$ cat config.mk
export PLATFORM = sky130hd
export DESIGN_NAME = page_policy_ctrl
export DESIGN_NICKNAME = d
export VERILOG_FILES = /design/src/rtl/ppc_pkg.sv /design/src/rtl/ppc_bank_entry.sv /design/src/rtl/ppc_decide.sv /design/src/rtl/page_policy_ctrl.sv
export SDC_FILE = /design/constraint.sdc
export NUM_CORES = 1
export LEC_CHECK = 0
export BUFFER_PORTS_ARGS = -buffer_cell sky130_fd_sc_hd__clkbuf_2
export CORE_MARGIN = 4
export CORE_UTILIZATION = 50
export DETAILED_ROUTE_END_ITERATION = 6
export PLACE_DENSITY = 0.72
export SLEW_MARGIN = 20
export SYNTH_ARGS = -nofsm -noshare
export SYNTH_HDL_FRONTEND = slang
export SYNTH_SLANG_ARGS = --single-unit
$ cat constraint.sdc
create_clock -name clk -period 4.6 [get_ports clk]
set_clock_uncertainty 0.1 [all_clocks]
set_input_delay 0.92 -clock clk [delete_from_list [all_inputs] [get_ports clk]]
set_output_delay 0.92 -clock clk [all_outputs]
set_load 0.05 [all_outputs]
$ cat src/rtl/ppc_pkg.sv
package ppc_pkg;
  typedef enum logic [1:0] {
    PM_CLOSED   = 2'd0,
    PM_OPEN     = 2'd1,
    PM_ADAPTIVE = 2'd2,
    PM_RSVD     = 2'd3
  } page_mode_e;
endpackage

$ cat src/rtl/ppc_bank_entry.sv
module ppc_bank_entry #(
  parameter int ROW_W = 16
) (
  input  logic             clk,
  input  logic             rst_n,
  input  logic             set_en,
  input  logic             clr_en,
  input  logic [ROW_W-1:0] set_row,
  output logic             open_o,
  output logic [ROW_W-1:0] row_o
);
  logic             open_q, open_d;
  logic [ROW_W-1:0] row_q, row_d;
  logic             row_en;

  always_comb begin
    open_d = open_q;
    row_d  = row_q;
    row_en = set_en;
    if (set_en) begin
      open_d = 1'b1;
      row_d  = set_row;
    end else if (clr_en) begin
      open_d = 1'b0;
    end
  end

  always_ff @(posedge clk or negedge rst_n) begin
    if (!rst_n) begin
      open_q <= 1'b0;
    end else begin
      open_q <= open_d;
    end
  end

  always_ff @(posedge clk or negedge rst_n) begin
    if (!rst_n) begin
      row_q <= '0;
    end else if (row_en) begin
      row_q <= row_d;
    end
  end

  assign open_o = open_q;
  assign row_o  = row_q;

  // without an update of its own, an entry holds its state
  a_r6_entry_hold: assert property (@(posedge clk) disable iff (!rst_n)
    (!set_en && !clr_en) |=> ($stable(open_o) && $stable(row_o)));

  // a set leaves the bank open with the requested row
  a_r5_set_opens: assert property (@(posedge clk) disable iff (!rst_n)
    set_en |=> (open_o && row_o == $past(set_row)));
endmodule

$ cat src/rtl/ppc_decide.sv
module ppc_decide #(
  parameter int ROW_W = 16
) (
  input  ppc_pkg::page_mode_e mode,
  input  logic                valid,
  input  logic                hit_more,
  input  logic                ref_due,
  input  logic                is_open,
  input  logic [ROW_W-1:0]    cur_row,
  input  logic [ROW_W-1:0]    req_row,
  output logic                autopre,
  output logic                need_pre,
  output logic                need_act
);
  import ppc_pkg::*;

  logic row_match;
  logic close_after;

  assign row_match = is_open && (cur_row == req_row);

  always_comb begin
    unique case (mode)
      PM_OPEN:     close_after = ref_due;
      PM_ADAPTIVE: close_after = ref_due || !hit_more;
      default:     close_after = 1'b1;
    endcase
  end

  assign autopre  = valid && close_after;
  assign need_pre = valid && is_open && !row_match;
  assign need_act = valid && !row_match;
endmodule

$ cat src/rtl/page_policy_ctrl.sv
module page_policy_ctrl #(
  parameter int NUM_BANKS = 8,
  parameter int ROW_W     = 16,
  localparam int BANK_W   = $clog2(NUM_BANKS)
) (
  input  logic                       clk,
  input  logic                       rst_n,
  input  logic [1:0]                 mode,
  input  logic                       cmd_valid,
  input  logic [BANK_W-1:0]          cmd_bank,
  input  logic [ROW_W-1:0]           cmd_row,
  input  logic [NUM_BANKS-1:0]       hit_pending,
  input  logic [NUM_BANKS-1:0]       refresh_due,
  input  logic                       pre_valid,
  input  logic [BANK_W-1:0]          pre_bank,
  output logic                       cmd_autopre,
  output logic                       cmd_need_pre,
  output logic                       cmd_need_act,
  output logic [NUM_BANKS-1:0]       ref_pre_need,
  output logic [NUM_BANKS-1:0]       bank_open,
  output logic [NUM_BANKS*ROW_W-1:0] open_rows
);
  import ppc_pkg::*;

  logic [ROW_W-1:0] row_tab [NUM_BANKS];
  logic [NUM_BANKS-1:0] set_vec, clr_vec;
  page_mode_e mode_e;

  assign mode_e = page_mode_e'(mode);

  ppc_decide #(.ROW_W(ROW_W)) u_decide (
    .mode     (mode_e),
    .valid    (cmd_valid),
    .hit_more (hit_pending[cmd_bank]),
    .ref_due  (refresh_due[cmd_bank]),
    .is_open  (bank_open[cmd_bank]),
    .cur_row  (row_tab[cmd_bank]),
    .req_row  (cmd_row),
    .autopre  (cmd_autopre),
    .need_pre (cmd_need_pre),
    .need_act (cmd_need_act)
  );

  for (genvar b = 0; b < NUM_BANKS; b++) begin : g_bank
    logic cmd_here, pre_here;
    assign cmd_here   = cmd_valid && (cmd_bank == BANK_W'(b));
    assign pre_here   = pre_valid && (pre_bank == BANK_W'(b));
    assign set_vec[b] = cmd_here && !cmd_autopre;
    assign clr_vec[b] = (cmd_here && cmd_autopre) || (pre_here && !cmd_here);

    ppc_bank_entry #(.ROW_W(ROW_W)) u_entry (
      .clk     (clk),
      .rst_n   (rst_n),
      .set_en  (set_vec[b]),
      .clr_en  (clr_vec[b]),
      .set_row (cmd_row),
      .open_o  (bank_open[b]),
      .row_o   (row_tab[b])
    );

    assign open_rows[b*ROW_W +: ROW_W] = row_tab[b];
  end

  assign ref_pre_need = refresh_due & bank_open;

  // closed-page policy always closes after the access
  a_r1_closed_autopre: assert property (@(posedge clk) disable iff (!rst_n)
    (cmd_valid && (mode == 2'd0 || mode == 2'd3)) |-> cmd_autopre);

  // an auto-precharged command leaves its bank closed
  a_r5_autopre_closes: assert property (@(posedge clk) disable iff (!rst_n)
    (cmd_valid && cmd_autopre) |=> !bank_open[$past(cmd_bank)]);

  // a row conflict always needs a new activation as well
  a_r4_pre_implies_act: assert property (@(posedge clk) disable iff (!rst_n)
    cmd_need_pre |-> cmd_need_act);

  // no miss flags without a command
  a_r4_idle_quiet: assert property (@(posedge clk) disable iff (!rst_n)
    !cmd_valid |-> !(cmd_autopre || cmd_need_pre || cmd_need_act));

  // a lone precharge closes its bank
  a_r8_pre_closes: assert property (@(posedge clk) disable iff (!rst_n)
    (pre_valid && !(cmd_valid && cmd_bank == pre_bank)) |=> !bank_open[$past(pre_bank)]);

  // at most one entry changes per cycle from a command, at most two overall
  a_r6_few_updates: assert property (@(posedge clk) disable iff (!rst_n)
    $countones(set_vec | clr_vec) <= 2);
endmodule

==> impl_metrics.py, run 1 <==
metrics = {
    "cts": {
        "clkSinkCount": 136,
        "htreeDepth": 4,
        "ctsResizeCount": 0,
        "path_clk_slew_ns": 0.06,
        "post_cts_buffers": 0,
        "cts_tree": "built",
        "ctsHoldBuffers": 0,
        "clockBufferDepth": 2,
        "numCtsBuffers": 17,
        "clock_latency_ns": 0.41,
        "root_buffer": "clkbuf_16",
    },
    "final_layout": {
        "diodes": 0,
        "stdcell_count": 878,
        "layout_common_cells": "189 x clkbuf_2, 136 x dfrtp_1, 63 x mux2_2, 36 x mux2_4, 34 x mux2_1",
        "syn_to_final_growth_pct": 23.8,
        "nets": 732,
        "fill_cells": 1070,
        "drive_gt1_frac": 0.534,
        "regArea_um2": 3400,
        "mostFrequentLayoutCell": "clkbuf_2",
        "multiInputGateArea_um2": 3340,
    },
    "sta": {
        "timing.final.crit_period_ns": 4.49,
        "drv_slew": 0,
        "period_share": 0.975,
        "finalWorstSetupSlack_ns": 0.114,
        "tns_ns": 0,
        "rsz0062_at_grt": "no",
        "max_slew_margin": 0.373,
        "setup_viol": 0,
        "fmax_mhz": 223,
        "finalHoldViolations": 0,
        "worst_pin_slew_ns": 0.938,
    },
    "pwr": {
        "power_density_nw_per_um2": 653,
        "p_leak_nw": 4.42,
        "ir_drop_v": 0.000346,
    },
    "worst_hold_path": {
        "hold_path_class": "primary input to async pin",
    },
    "worst_setup_path": {
        "startpoint_type": "primary input",
        "required_ns": 3.58,
        "critical_path.endpoint_type": "output pin",
        "crit_arrival_ns": 3.47,
        "reg2reg_depth": 1,
        "crit_fanout": 18,
        "regToRegSetupSlack_ns": 3.66,
        "worstSetupPathType": "primary input to output pin",
    },
    "place": {
        "place_inst": 847,
        "hpwl_um": 13900,
        "gp_congestion": 0.881,
        "port_buffers": 190,
        "dp_slack_ns": 0.140,
    },
    "synthesis": {
        "ys_seq_elements": 136,
        "ys_seq_area_frac": 0.478,
        "netlist_area_um2": 7130,
        "synth_area_per_cell_um2": 14.1,
        "ys_warn_count": 0,
        "syn-num-nets": 551,
        "synth.largest_area_cell": "dfrtp_1",
        "syn_inst": 505,
        "synth.top_cell.area_share": 0.478,
        "synth_cell_types": 49,
        "ys_top_cells_by_area": "dfrtp_1 48%, mux2_2 10%, mux2_4 7.6%",
    },
    "detailed_routing": {
        "via_per_inst": 5.64,
        "drtIter0Drc": 265,
        "routedWlPerCell_um": 22.3,
        "drt_drc_violations_left": 0,
        "wl_um": 19600,
        "drt_pass1_iterations": 5,
        "dr_total_vias": 4952,
        "ant_nets": 0,
    },
    "floorplanning": {
        "rows": 43,
        "coreArea_um2": 13900,
        "fp.dieArea_um2": 16200,
        "ios": 191,
        "die_height_um": 127,
        "die-width_um": 127,
        "start_util": 0.511,
    },
    "global_route": {
        "grt_use_total": 0.247,
        "antenna_found_initial": 0,
        "grt_pass1_vias": 5328,
        "grt_pass1_wl_um": 30500,
        "grt_overflow": 0,
        "grt_max_degree": 58,
    },
    "status": {
        "outcome": "finished, final reports clean",
    },
    "job": {
        "maxCapViolCount": 0,
    },
}
-- synth_stat cells, drive strengths merged --
cell,instances
xnor2,6
mux2i,31
dfrtp,136
nand3,9
clkbuf,5
clkinv,1
xor2,8
a31o,5
mux4,21
a211oi,3
inv,7
nand4,9
nand2,20
a21oi,2
nand2b,4
o21ai,1
a21o,1
nor2,7
o2bb2ai,1
ha,2
o221ai,1
o31ai,1
a221oi,3
buf,46
and2,10
o22ai,4
nor3,9
a22oi,5
nor2b,5
and3b,1
nor3b,1
and2b,1
or4,1
o211ai,1
o311ai,3
a22o,1
mux2,133
-- registers in the layout, indices dropped and copies added (netlist names) --
signal                 count
g_bank.u_entry.open_o      8
g_bank.u_entry.row_o     128
-- path summary, 6_finish.rpt --
check | start | end
worst max-delay path | cmd_bank[0] | cmd_need_pre
worst min-delay path | rst_n | g_bank[2].u_entry.row_o[13]$_DFFE_PN0P_
worst max register to register | g_bank[3].u_entry.row_o[12]$_DFFE_PN0P_ | g_bank[3].u_entry.row_o[12]$_DFFE_PN0P_
worst min register to register | g_bank[5].u_entry.row_o[8]$_DFFE_PN0P_ | g_bank[5].u_entry.row_o[8]$_DFFE_PN0P_
max in group asynchronous | rst_n | g_bank[0].u_entry.row_o[2]$_DFFE_PN0P_
min in group clk | g_bank[5].u_entry.row_o[8]$_DFFE_PN0P_ | g_bank[5].u_entry.row_o[8]$_DFFE_PN0P_
-- metal layers --
metal,vias up,track usage,routed length [µm],share of wire
met3,17,0.0640,1210,0.062
li1,2211,-,-,-
met5,-,0,0,0
met1,2541,0.337,8470,0.43
met4,0,0.0644,210,0.011
met2,183,0.396,9720,0.50
-- power breakdown --
group | internal [mW] | total [mW] | switching [mW]
Clock | 0.956 | 1.47 | 0.512
Sequential | 1.54 | 1.86 | 0.322
Combinational | 0.710 | 2.43 | 1.72
Total | 3.21 | 5.76 | 2.56
-- critical path, cell delays in order --
cell and delay (ns):
clkbuf_2 0.18, buf_12 0.20, buf_4 0.16, nor2b_1 0.16
a22o_1 0.21, a211oi_1 0.33, xnor2_1 0.18, nand4_1 0.09
or4_1 0.58, and3b_1 0.20, clkbuf_2 0.23
-- area by class of cell --
| type | instances | area share |
|---|---|---|
| clock buffer | 18 | 0.0486 |
| clock inverter | 13 | 0.0228 |
| inverter | 8 | 0.00340 |
| multi-input combinational | 310 | 0.379 |
| sequential | 136 | 0.386 |
| tap | 180 | 0.0255 |
| timing repair buffer | 213 | 0.135 |
-- kinds of logic after synthesis --
family / synth area share
mux: 0.342
buf+inv: 0.0534
simple gates: 0.0722
xor+xnor: 0.0172
fa+ha+maj: 0.00351
flops: 0.478
compound gates: 0.0344
-- per-stage QoR --
stage               hold WS, ns   util  cell area, µm²  total power, mW
floorplan                 0.415      -            7130             3.67
global placement          0.392  0.588            8190             4.27
detailed placement        0.403  0.588            8190             4.31
CTS                       0.361  0.633            8820             5.79
global route              0.378  0.633            8820             5.99
finish                    0.361  0.633            8820             5.76
Note: power is estimated with default switching activity, not from simulation.
==> run 2, diff against run 1 <==
--- a/config.mk
+++ b/config.mk
@@ -10,7 +10,9 @@
 export CORE_UTILIZATION = 50
 export DETAILED_ROUTE_END_ITERATION = 6
 export PLACE_DENSITY = 0.72
+export SETUP_SLACK_MARGIN = 0.05
 export SLEW_MARGIN = 20
 export SYNTH_ARGS = -nofsm -noshare
 export SYNTH_HDL_FRONTEND = slang
+export SYNTH_HIERARCHICAL = 1
 export SYNTH_SLANG_ARGS = --single-unit
==> run 2 against run 1 <==
Against the previous run:
- sequential share of layout area is 1.1 points lower
- highest routed layer unchanged
- register-to-register slack hardly changed
- largest power group unchanged
- total power is 4.8% lower
- cell count is 3.8% lower
- synthesized cell count is 12% lower
- via count is 4.5% lower
- hold slack better by 0.074 ns
- design area is 2.9% higher
- worst setup slack better by 0.069 ns
==> impl_metrics.py, run 2 <==
metrics = {
    "worst_setup_path": {
        "required_ns": 3.58,
        "crit_arrival_ns": 3.40,
        "crit_fanout": 19,
        "r2r_start": "g_bank[6].u_entry/row_o[6]$_DFFE_PN0P_",
        "worstSetupPathType": "primary input to output pin",
        "critical_path.endpoint_type": "output pin",
        "critPathLaunch": "cmd_bank[0]",
        "reg2reg_depth": 1,
        "cp-endpoint": "cmd_need_act",
        "startpoint_type": "primary input",
        "regToRegSetupSlack_ns": 3.67,
        "r2r_end": "g_bank[6].u_entry/row_o[6]$_DFFE_PN0P_",
    },
    "global_route": {
        "antenna_found_initial": 0,
        "grt_pass1_vias": 5034,
        "grt_use_total": 0.231,
        "grt_max_degree": 108,
        "grt_pass1_wl_um": 29000,
        "grt_overflow": 0,
    },
    "cts": {
        "post_cts_buffers": 0,
        "clockBufferDepth": 2,
        "numCtsBuffers": 17,
        "clkSinkCount": 136,
        "ctsHoldBuffers": 0,
        "htreeDepth": 4,
        "cts_tree": "built",
        "clock_latency_ns": 0.42,
        "root_buffer": "clkbuf_16",
        "path_clk_slew_ns": 0.06,
    },
    "sta": {
        "fmax_mhz": 226,
        "max_slew_margin": 0.333,
        "drv_slew": 0,
        "timing.final.crit_period_ns": 4.42,
        "rsz0062_at_grt": "no",
        "hold_slack_ns": 0.436,
        "finalHoldViolations": 0,
        "worst_pin_slew_ns": 1.00,
        "period_share": 0.960,
        "setup_viol": 0,
    },
    "place": {
        "place_inst": 813,
        "gp_congestion": 0.835,
        "place_area_um2": 8500,
        "port_buffers": 190,
        "hpwl_um": 13400,
    },
    "final_layout": {
        "layout_common_cells": "188 x clkbuf_2, 136 x dfrtp_1, 75 x mux2_2, 72 x mux2_4, 28 x mux4_1",
        "multiInputGateArea_um2": 3590,
        "mostFrequentLayoutCell": "clkbuf_2",
        "drive_gt1_frac": 0.638,
        "stdcell_count": 845,
        "diodes": 0,
        "design_area_um2": 9080,
        "largest_reg_flops": 128,
        "regArea_um2": 3400,
        "nets": 694,
        "fill_cells": 1085,
        "syn_to_final_growth_pct": 23.0,
    },
    "synthesis": {
        "synth_edf_count": 0,
        "netlist_top_cells_count": "136 x dfrtp_1, 75 x mux2_2, 72 x mux2_4, 28 x mux4_1",
        "netlist_area_um2": 7380,
        "synth_compound_area_frac": 0.0127,
        "syn-num-nets": 492,
        "synth.largest_area_cell": "dfrtp_1",
        "ys.flop_type": "dfrtp_1",
        "synth_top_family_by_area": "multiplexers",
        "synth_area_per_cell_um2": 16.5,
        "syn_inst": 446,
        "synth_xor_area_frac": 0.0190,
        "ys_warn_count": 6,
        "synth.top_cell.area_share": 0.461,
        "synth.most_common_cell": "dfrtp_1",
        "synthMuxAreaShare": 0.402,
        "synth-simple-area-share": 0.0426,
        "ys_seq_elements": 136,
        "synth_cell_types": 36,
        "ys_seq_area_frac": 0.461,
        "async_flop_share": 1.00,
        "synth_fa_ha_area_frac": 0.00339,
        "ys_top_cells_by_area": "dfrtp_1 46%, mux2_4 15%, mux2_2 11%",
    },
    "worst_hold_path": {
        "hold_path_class": "register to register",
    },
    "pwr": {
        "power_density_nw_per_um2": 605,
        "p_leak_nw": 4.33,
        "ir_drop_v": 0.000359,
    },
    "status": {
        "outcome": "finished, final reports clean",
    },
    "floorplanning": {
        "ios": 191,
        "rows": 44,
        "fp.dieArea_um2": 16800,
        "die_height_um": 129,
        "coreArea_um2": 14500,
        "die-width_um": 129,
        "start_util": 0.510,
    },
    "detailed_routing": {
        "drt_drc_violations_left": 0,
        "drt_pass1_iterations": 4,
        "ant_nets": 0,
        "dr_total_vias": 4727,
        "drtIter0Drc": 261,
        "routedWlPerCell_um": 22.5,
        "via_per_inst": 5.59,
        "wl_um": 19000,
    },
    "job": {
        "maxCapViolCount": 0,
    },
}
[run 2: kinds of logic (layout without fill, tap and decap cells)]
logic type,after synthesis,in the layout
adders and majority gates,2,2
buffers and inverters,43,258
muxes,193,193
AOI/OAI and AO/OA,11,11
and+or+nand+nor,45,45
DFF,136,136
xor gates and xnor gates,16,16
[run 2: cell type report]
| class | instances | share of cell area |
|---|---|---|
| Clock buffer | 19 | 0.0488 |
| Timing Repair Buffer | 215 | 0.137 |
| Tap cell | 184 | 0.0254 |
| Sequential cell | 136 | 0.375 |
| Inverter | 11 | 0.00455 |
| Multi-Input combinational cell | 267 | 0.395 |
| Clock inverter | 13 | 0.0138 |
[run 2: worst max-delay path, stage by stage]
cell and delay (ns):
buf_4 0.26, buf_12 0.22, mux4_1 0.58, mux2_2 0.29
xnor2_1 0.21, nand4_1 0.18, nor4_4 0.36, a21boi_1 0.11
clkbuf_2 0.24
[run 2: through the flow]
step | setup TNS, ns | util | power, mW | setup WS, ns
floorplan | 0 | - | 3.59 | 0.556
global placement | 0 | 0.587 | 4.17 | 0.0471
detailed placement | -0.0273 | 0.587 | 4.22 | -0.0273
CTS | 0 | 0.626 | 5.53 | 0.141
global route | 0 | 0.627 | 5.71 | 0.0657
finish | 0 | 0.627 | 5.49 | 0.183
[run 2: worst min-delay path by stage]
stage / endpoint / from / depth (start not counted)
2_1_floorplan: g_bank[0].u_entry/open_o$_DFFE_PN0P_ / rst_n / 0
3_3_place_gp: g_bank[6].u_entry/row_o[15]$_DFFE_PN0P_ / g_bank[6].u_entry/row_o[15]$_DFFE_PN0P_ / 1
3_5_place_dp: g_bank[5].u_entry/row_o[13]$_DFFE_PN0P_ / g_bank[5].u_entry/row_o[13]$_DFFE_PN0P_ / 1
4_1_cts: g_bank[5].u_entry/row_o[13]$_DFFE_PN0P_ / g_bank[5].u_entry/row_o[13]$_DFFE_PN0P_ / 1
5_1_grt: g_bank[6].u_entry/row_o[13]$_DFFE_PN0P_ / g_bank[6].u_entry/row_o[13]$_DFFE_PN0P_ / 1
6_report: g_bank[5].u_entry/row_o[13]$_DFFE_PN0P_ / g_bank[5].u_entry/row_o[13]$_DFFE_PN0P_ / 1
[run 2: timing repair]
| action | CTS | global route |
|---|---|---|
| endpoints found under the hold margin | 0 | 0 |
| endpoints found under the setup margin | 2 | 2 |
| gates resized for setup | 1 | 1 |
[run 2: per-layer routing]
metal,GRT usage,routed length [µm]
met2,0.382,9600
met1,0.299,7860
met5,0,0
met4,0.0740,235
met3,0.0602,1280
[run 2: report_power, final]
| group | internal [mW] | leakage [nW] | switching (mW) |
|---|---|---|---|
| Sequential | 1.51 | 1.65 | 0.298 |
| Clock | 0.760 | 0.262 | 0.533 |
| Combinational | 0.789 | 2.42 | 1.59 |
| Total | 3.06 | 4.33 | 2.43 |
==> run 3, diff against run 2 <==
--- a/config.mk
+++ b/config.mk
@@ -6,6 +6,7 @@
 export NUM_CORES = 1
 export LEC_CHECK = 0
 export BUFFER_PORTS_ARGS = -buffer_cell sky130_fd_sc_hd__clkbuf_2
+export CORE_ASPECT_RATIO = 1.1
 export CORE_MARGIN = 4
 export CORE_UTILIZATION = 50
 export DETAILED_ROUTE_END_ITERATION = 6
==> run 3 against run 2 <==
Against the previous run:
- non-clock buffer count is 2 higher
- highest routed layer unchanged
- critical endpoint unchanged
- combinational power hardly changed
- utilization is 0.83 points higher
- sequential cell count stayed put
- global-route usage is 1.3 points higher
==> impl_metrics.py, run 3 (same netlist as run 2, synthesis figures left out) <==
metrics = {
    "worst_setup_path": {
        "crit_buf_inv": 3,
        "crit_chain": "clkbuf_4 -> buf_12 -> mux4_1 -> mux2_2 -> xnor2_1 -> nand4_1 -> nor4_4 -> a21boi_1 -> clkbuf_2",
        "worstSetupPathType": "primary input to output pin",
        "crit_cells": 9,
        "r2r_end": "g_bank[5].u_entry/row_o[5]$_DFFE_PN0P_",
        "reg2reg_depth": 1,
        "required_ns": 3.58,
        "r2r_start": "g_bank[5].u_entry/row_o[5]$_DFFE_PN0P_",
        "crit_arrival_ns": 3.42,
        "startpoint_type": "primary input",
        "critical_path.endpoint_type": "output pin",
        "slowest_delay_ns": 0.60,
        "regToRegSetupSlack_ns": 3.66,
        "cpLargestDelayFamily": "multiplexers",
        "crit_fanout": 16,
        "cp_slowest_cell": "mux4_1",
    },
    "cts": {
        "clock_latency_ns": 0.41,
        "post_cts_buffers": 0,
        "path_clk_slew_ns": 0.06,
        "ctsResizeCount": 1,
        "clockBufferDepth": 2,
        "clkSinkCount": 136,
        "root_buffer": "clkbuf_16",
        "cts_tree": "built",
        "numCtsBuffers": 17,
        "ctsHoldBuffers": 0,
        "htreeDepth": 4,
    },
    "floorplanning": {
        "coreArea_um2": 14400,
        "die_height_um": 135,
        "start_util": 0.511,
        "die-width_um": 124,
        "fp.dieArea_um2": 16800,
        "rows": 46,
        "ios": 191,
    },
    "detailed_routing": {
        "wl_um": 19700,
        "drtIter0Drc": 249,
        "routedWlPerCell_um": 23.0,
        "drt_pass1_iterations": 4,
        "drt_drc_violations_left": 0,
        "dr_total_vias": 4896,
        "via_per_inst": 5.73,
        "ant_nets": 0,
    },
    "sta": {
        "rsz0062_at_grt": "no",
        "setup_viol": 0,
        "finalWorstSetupSlack_ns": 0.164,
        "tns_ns": 0,
        "worst_pin_slew_ns": 0.734,
        "max_slew_margin": 0.511,
        "fmax_mhz": 225,
        "period_share": 0.964,
        "finalHoldViolations": 0,
        "timing.final.crit_period_ns": 4.44,
        "drv_slew": 0,
    },
    "final_layout": {
        "diodes": 0,
        "drive_gt1_frac": 0.640,
        "syn_to_final_growth_pct": 24.4,
        "stdcell_count": 855,
        "post-route-util": 0.635,
        "mostFrequentLayoutCell": "clkbuf_2",
        "nets": 696,
        "largest_reg_flops": 128,
        "layout_common_cells": "187 x clkbuf_2, 136 x dfrtp_1, 75 x mux2_2, 72 x mux2_4, 28 x mux4_1",
    },
    "worst_hold_path": {
        "hold_path_class": "register to register",
        "min_to": "g_bank[1].u_entry/open_o$_DFFE_PN0P_",
        "hp-start": "g_bank[1].u_entry/open_o$_DFFE_PN0P_",
        "whs_path_depth": 1,
    },
    "global_route": {
        "grt_overflow": 0,
        "grt_pass1_vias": 5074,
        "grt_use_total": 0.243,
        "grt_pass1_wl_um": 30100,
        "antenna_found_initial": 0,
        "grt_max_degree": 82,
    },
    "place": {
        "gp_congestion": 0.809,
        "port_buffers": 190,
        "dp_slack_ns": 0.0464,
        "hpwl_um": 13900,
        "place_inst": 823,
    },
    "pwr": {
        "power_density_nw_per_um2": 625,
        "p_leak_nw": 4.39,
        "ir_drop_v": 0.000369,
        "power.total_mw": 5.74,
    },
    "status": {
        "outcome": "finished, final reports clean",
    },
    "job": {
        "maxCapViolCount": 0,
    },
}
run 3: cell types whose count changed in the layout (fill, tap and decap cells not counted):
cell and change:
clkbuf_4 +1, nor2_2 +2, nor2_4 -2, clkbuf_8 +3
bufinv_16 +4, clkinv_4 -3, clkinv_2 -1, clkbuf_2 -1
inv_6 -1, clkinvlp_4 -2, buf_4 +4, buf_12 -2
run 3: layer usage:
| metal | GRT usage | wire length (µm) | part of all wire | vias up |
|---|---|---|---|---|
| li1 | - | - | - | 2112 |
| met1 | 0.350 | 8630 | 0.44 | 2532 |
| met2 | 0.362 | 9110 | 0.46 | 228 |
| met3 | 0.0685 | 1680 | 0.085 | 24 |
| met4 | 0.0683 | 272 | 0.014 | 0 |
| met5 | 0 | 0 | 0 | - |
run 3: through the flow:
step                area (µm²)  hold WS [ns]
finish                    9180         0.431
global route              9180         0.450
CTS                       9170         0.438
detailed placement        8490         0.419
global placement          8490         0.409
floorplan                 7380         0.524
run 3: how the worst max path moves through the flow:
stage,slack [ns],start,end
after floorplan,0.56,cmd_bank[0],cmd_need_act
after global placement,0.03,cmd_bank[0],cmd_need_act
after detailed placement,0.05,cmd_bank[0],cmd_need_act
after CTS,0.06,cmd_bank[0],cmd_need_act
after global routing,0.11,cmd_bank[0],cmd_need_act
final,0.16,cmd_bank[0],cmd_need_act
run 3: layout make-up:
type	instances	area [µm²]
fillers	1077	5270
multi-input cells	267	3580
flip-flops and latches	136	3400
repair buffers	217	1240
clock buffers	22	484
well taps	192	240
clock inverters	10	190
inverters	11	41.3
run 3: power by group:
group          switching [mW]  total [mW]  internal [mW]
combinational            1.60        2.39          0.790
sequential              0.305        1.82           1.51
clock                   0.501        1.52           1.02
